$ cat config.mk
export PLATFORM = sky130hd
export DESIGN_NAME = dual_reg_adder
export DESIGN_NICKNAME = d
export VERILOG_FILES = /design/src/rtl/adder_pkg.sv /design/src/rtl/add_flags.sv /design/src/rtl/dual_reg_adder.sv
export SDC_FILE = /design/constraint.sdc
export NUM_CORES = 1
export LEC_CHECK = 0
export ABC_AREA = 1
export BUFFER_PORTS_ARGS = -buffer_cell sky130_fd_sc_hd__buf_2
export CAP_MARGIN = 5
export CORE_MARGIN = 3
export CORE_UTILIZATION = 56
export DETAILED_ROUTE_END_ITERATION = 6
export GPL_ROUTABILITY_DRIVEN = 0
export PLACE_DENSITY = 0.81
export SLEW_MARGIN = 20
export SYNTH_ARGS = -nofsm -noshare
export SYNTH_HDL_FRONTEND = slang
export SYNTH_SLANG_ARGS = --single-unit
$ cat constraint.sdc
create_clock -name clk -period 3.3 [get_ports clk]
set_input_delay 0.165 -clock clk [delete_from_list [all_inputs] [get_ports clk]]
set_output_delay 0.165 -clock clk [all_outputs]
set_load 0.01 [all_outputs]
$ cat src/rtl/adder_pkg.sv
package adder_pkg;
    typedef enum logic [1:0] {
        OP_NOP   = 2'b00,
        OP_LDACC = 2'b01,
        OP_LDOPD = 2'b10,
        OP_ADD   = 2'b11
    } op_e;

    typedef struct packed {
        logic cy;
        logic hc;
        logic ov;
        logic par;
    } flags_t;
endpackage

$ cat src/rtl/add_flags.sv
module add_flags #(
    parameter int W = 8
) (
    input  logic [W-1:0]    a,
    input  logic [W-1:0]    b,
    output logic [W-1:0]    sum,
    output adder_pkg::flags_t fl
);
    localparam int HALF = W / 2;

    logic [HALF:0] low_sum;
    logic [W:0]    full_sum;
    logic [W-1:0]  low_part_sum;

    always_comb begin
        low_sum      = {1'b0, a[HALF-1:0]} + {1'b0, b[HALF-1:0]};
        full_sum     = {1'b0, a} + {1'b0, b};
        low_part_sum = {1'b0, a[W-2:0]} + {1'b0, b[W-2:0]};
        sum          = full_sum[W-1:0];
        fl.cy        = full_sum[W];
        fl.hc        = low_sum[HALF];
        fl.ov        = low_part_sum[W-1] ^ full_sum[W];
        fl.par       = ^full_sum[W-1:0];
    end
endmodule

$ cat src/rtl/dual_reg_adder.sv
module dual_reg_adder #(
    parameter int W = 8
) (
    input  logic         clk,
    input  logic         rst,
    input  logic         cmd_valid,
    input  logic [1:0]   cmd_op,
    input  logic [W-1:0] cmd_imm,
    output logic [W-1:0] acc,
    output logic [W-1:0] opnd,
    output logic [3:0]   flags
);
    import adder_pkg::*;

    typedef struct packed {
        logic [W-1:0] acc;
        logic [W-1:0] opnd;
        flags_t       fl;
    } state_t;

    state_t state_d, state_q;
    logic [W-1:0] sum;
    flags_t       add_fl;

    add_flags #(.W(W)) u_flags (
        .a  (state_q.acc),
        .b  (state_q.opnd),
        .sum(sum),
        .fl (add_fl)
    );

    always_comb begin
        state_d = state_q;
        if (cmd_valid) begin
            case (op_e'(cmd_op))
                OP_LDACC: state_d.acc  = cmd_imm;
                OP_LDOPD: state_d.opnd = cmd_imm;
                OP_ADD: begin
                    state_d.acc = sum;
                    state_d.fl  = add_fl;
                end
                default: ;
            endcase
        end
    end

    always_ff @(posedge clk) begin
        if (rst) state_q <= '0;
        else     state_q <= state_d;
    end

    assign acc   = state_q.acc;
    assign opnd  = state_q.opnd;
    assign flags = state_q.fl;

    assert_reset_clear_R1: assert property (@(posedge clk)
        rst |=> (acc == '0 && opnd == '0 && flags == 4'b0));

    assert_load_keeps_flags_R2: assert property (@(posedge clk) disable iff (rst)
        (cmd_valid && (cmd_op == 2'b01 || cmd_op == 2'b10)) |=> $stable(flags));

    assert_add_keeps_opnd_R3: assert property (@(posedge clk) disable iff (rst)
        (cmd_valid && cmd_op == 2'b11) |=> $stable(opnd));

    assert_parity_R7: assert property (@(posedge clk) disable iff (rst)
        (cmd_valid && cmd_op == 2'b11) |=> (flags[0] == ^acc));

    assert_idle_hold_R8: assert property (@(posedge clk) disable iff (rst)
        (!cmd_valid || cmd_op == 2'b00) |=> ($stable(acc) && $stable(opnd) && $stable(flags)));
endmodule

==> summary by stage <==
Outcome
The run finished with clean final reports.

Clock tree
In this run the number of H-tree levels came out at 1. The latest clock arrival within the worst-skew pair is 0.31 ns. TritonCTS built the clock tree.

The number of clock buffers added by TritonCTS is 3. The number of clock sinks is 20. After clock tree synthesis, the clock-pin slew on the worst setup and hold paths is about 0.13 ns. The count of instances resized after the clock tree is built is 0. The tree is rooted in a sky130_fd_sc_hd__clkbuf_4. The maximum clock insertion buffer count is 2. The post-CTS setup buffer count is 0.

The number of hold buffers added after CTS is 0.

Floorplan
The effective utilization at floorplan is 0.630. The floorplan step defined a core boundary enclosing about 0.0021 mm². The die is around 55 µm wide. The top-level port count is 33. The full die area is 0.00299 mm². The die is around 55 µm tall.

The initialized floorplan defines 16 standard-cell rows.

Logic synthesis
The post-synthesis register bit count is 20. The synthesized netlist contains 28 unique library cells. The Yosys warning count is 0. Averaged over all synthesized cells, the footprint is 7.01 µm². Sorting the synthesized cells by area gives the leading types as sky130_fd_sc_hd__dfxtp_1 30%, sky130_fd_sc_hd__nand2_1 12%, sky130_fd_sc_hd__ha_1 7.6%. The mux cell area share after synthesis is 0.

The fraction of synthesized cell area in xor and xnor cells is 0.0331. The leading area contributor after synthesis is sky130_fd_sc_hd__dfxtp_1. The cell area that synthesis handed to floorplanning was ~0.0013 mm². The number of nets handed over by synthesis was about 210. The number of cells produced by synthesis is approximately 190.

By area, the combinational part of the netlist is dominated by simple AND/OR/NAND/NOR gates. Of the total synthesized cell area, the portion taken by AND, OR, NAND and NOR gates is 0.370. Of the total synthesized cell area, the portion taken by full adders, half adders and majority gates is 0.0907. Of the synthesized area, sequential elements account for 0.302. The compound-gate portion of the synthesized area is 0.146.

Of the post-synthesis cell area, the dominant cell type holds 0.302.

Worst setup path
The endpoint arrival time on the critical path is around 2.3 ns. The maximum fanout count along the critical path is 3. The startpoint class of the critical path is a flop. Data on the critical path is required at its endpoint by about 3.5 ns. The critical path in this run is classified as flop to flop.

The kind of end point of the critical path is a flop.

Global routing
The total global-route track usage is 0.255. The initial antenna violation count came to 0. The highest-utilization routing layer at the global route stage is met2. The global-route wire length before repair is about 5500 µm.

In the global route stage, met1 resource usage came out at 0.356. After global routing the overflow that remains totals 0. Entering global routing, the biggest net connects 18 pins. The number of global-route vias before repair was ~1300.

For this run, global-route usage on met2 was measured as 0.406. The met3 routing resource usage after global routing is 0.0327.

Detailed routing
In the routed layout, each cell is associated on average with a via count of 5.52. After detailed routing, the average wire length per cell comes to between 10 and 15 µm. The number of vias in the routed layout is around 1400. Wires add up to between 3000 and 4000 µm. The DRC violation total after the first TritonRoute iteration is 45. The pre-antenna-repair detailed-routing pass consisted of 4 iterations. The detail route stage leaves a number of antenna-violating nets equal to 0.

The DRC violations left is 0.

Final layout
The layout net count is around 250. In the final layout, the share of cells above drive strength 1 is 0.251. The antenna diode count is 0. Compared with the post-synthesis result, the final layout area differs by 16.7%.

Timing
At the pin with the least slew margin, the transition time is 0.539 ns. The worst max-slew margin expressed relative to the limit is 0.639. The number of max-slew violations in the final report is 0. The number of endpoints with negative hold slack in the final report is 0. The routed design could run at a clock period as short as 2.03 ns.

Of the available clock period, the critical path in the final layout requires 0.615. After routing, the total negative slack on setup checks comes to 0 ns. The final-report setup violation count is 0. The setup skew after layout is around 0.014 ns.

Setup repair after global routing left no endpoint under its margin. Static timing analysis puts the maximum clock frequency at around 0.49 GHz. Final hold analysis gives a worst-case slack of 0.0579 ns.

Power
The maximum vdd drop is roughly 0.00032 V. In this run the power density over the cells is about 380 mW/mm². The leakage power is between 0.0008 and 0.0009 µW.

Job
Max-cap violations in this run came to 0.

Place
The number of buffers inserted by port buffering is 32. Detailed placement finished with a half-perimeter wire length of 2690 µm.

Min path
The tightest min-delay check is of the primary input to flop type.
==> report_power, final <==
group          internal [µW]  switching, µW  total, µW
Combinational           66.8            102        169
Clock                   67.3           78.2        145
Sequential               255           10.8        266
Total                    390            191        580
==> worst paths after layout <==
check | from | end | slack (ns) | cells after the start
max | acc[0] | flags[0] | 1.27 | 14
min | rst | acc[7] | 0.06 | 2
max reg2reg | acc[0] | flags[0] | 1.27 | 14
min reg2reg | acc[2] | acc[2] | 0.50 | 2
==> area by class of cell <==
cell class | count | area, µm²
multi-input cells | 149 | 848
repair buffers | 32 | 160
clock buffers | 4 | 36.3
inverters | 18 | 67.6
well taps | 27 | 33.8
flip-flops and latches | 20 | 400
fillers | 176 | 556
==> cells by family (layout without fill, tap and decap cells) <==
logic type                 after synthesis  after routing
buffers and inverters                   20             54
AOI/OAI and AO/OA                       35             35
xor gates and xnor gates                 5              5
and+or+nand+nor                        100            100
DFF                                     20             20
adders and majority gates                9              9
==> worst max-delay path, stage by stage (launching register included) <==
cell                      delay, ns
sky130_fd_sc_hd__dfxtp_1       0.34
sky130_fd_sc_hd__ha_1          0.23
sky130_fd_sc_hd__fa_1          0.43
sky130_fd_sc_hd__xnor2_1       0.26
sky130_fd_sc_hd__nand2_1       0.12
sky130_fd_sc_hd__nand2_1       0.07
sky130_fd_sc_hd__nand3_1       0.08
sky130_fd_sc_hd__nand2_1       0.07
sky130_fd_sc_hd__nand2_1       0.04
sky130_fd_sc_hd__nand2_1       0.07
sky130_fd_sc_hd__inv_1         0.04
sky130_fd_sc_hd__nand2_1       0.06
sky130_fd_sc_hd__nand3_1       0.06
sky130_fd_sc_hd__nand2_1       0.06
sky130_fd_sc_hd__inv_1         0.03
==> metrics by stage <==
stage	total power (µW)	cell area [µm²]	worst slack, ns	util	cells
after floorplan	391	1330	1.37	-	189
after detailed placement	439	1510	1.29	0.718	246
after CTS	580	1550	1.27	0.736	250
after global routing	615	1550	1.10	0.736	250
final	580	1550	1.27	0.736	250
after global placement	433	1510	1.33	0.718	246
==> synth_stat cells, drive strengths merged <==
library cell   n
clkbuf         1
o211ai         4
nor2          24
o21a           1
or2            2
a21oi         11
xor2           3
xnor2          2
fa             1
ha             8
o21ai         17
nand3b         3
nand3         13
o22ai          2
inv           17
clkinv         1
buf            1
dfxtp         20
nand2         54
nor3           4
==> per-layer routing <==
metal  share of wire  routed length, µm
met3           0.066                222
met2            0.47               1580
met4           0.010                 35
met1            0.46               1540
met5               0                  0
==> cell usage in the layout (no fill, tap or decap), drive strengths merged <==
cell,instances
inv,17
clkbuf,4
xor2,3
nor3,4
buf,32
clkinv,1
nand3,13
a21oi,11
fa,1
o21a,1
nor2,24
o21ai,17
o22ai,2
nand2,54
nand3b,3
o211ai,4
xnor2,2
or2,2
ha,8
dfxtp,20
==> state kept, by name (all words and copies together), names as in the netlist <==
register and cells:
acc 8, opnd 8, flags 4
No activity file was read; power rests on OpenSTA's default activity.
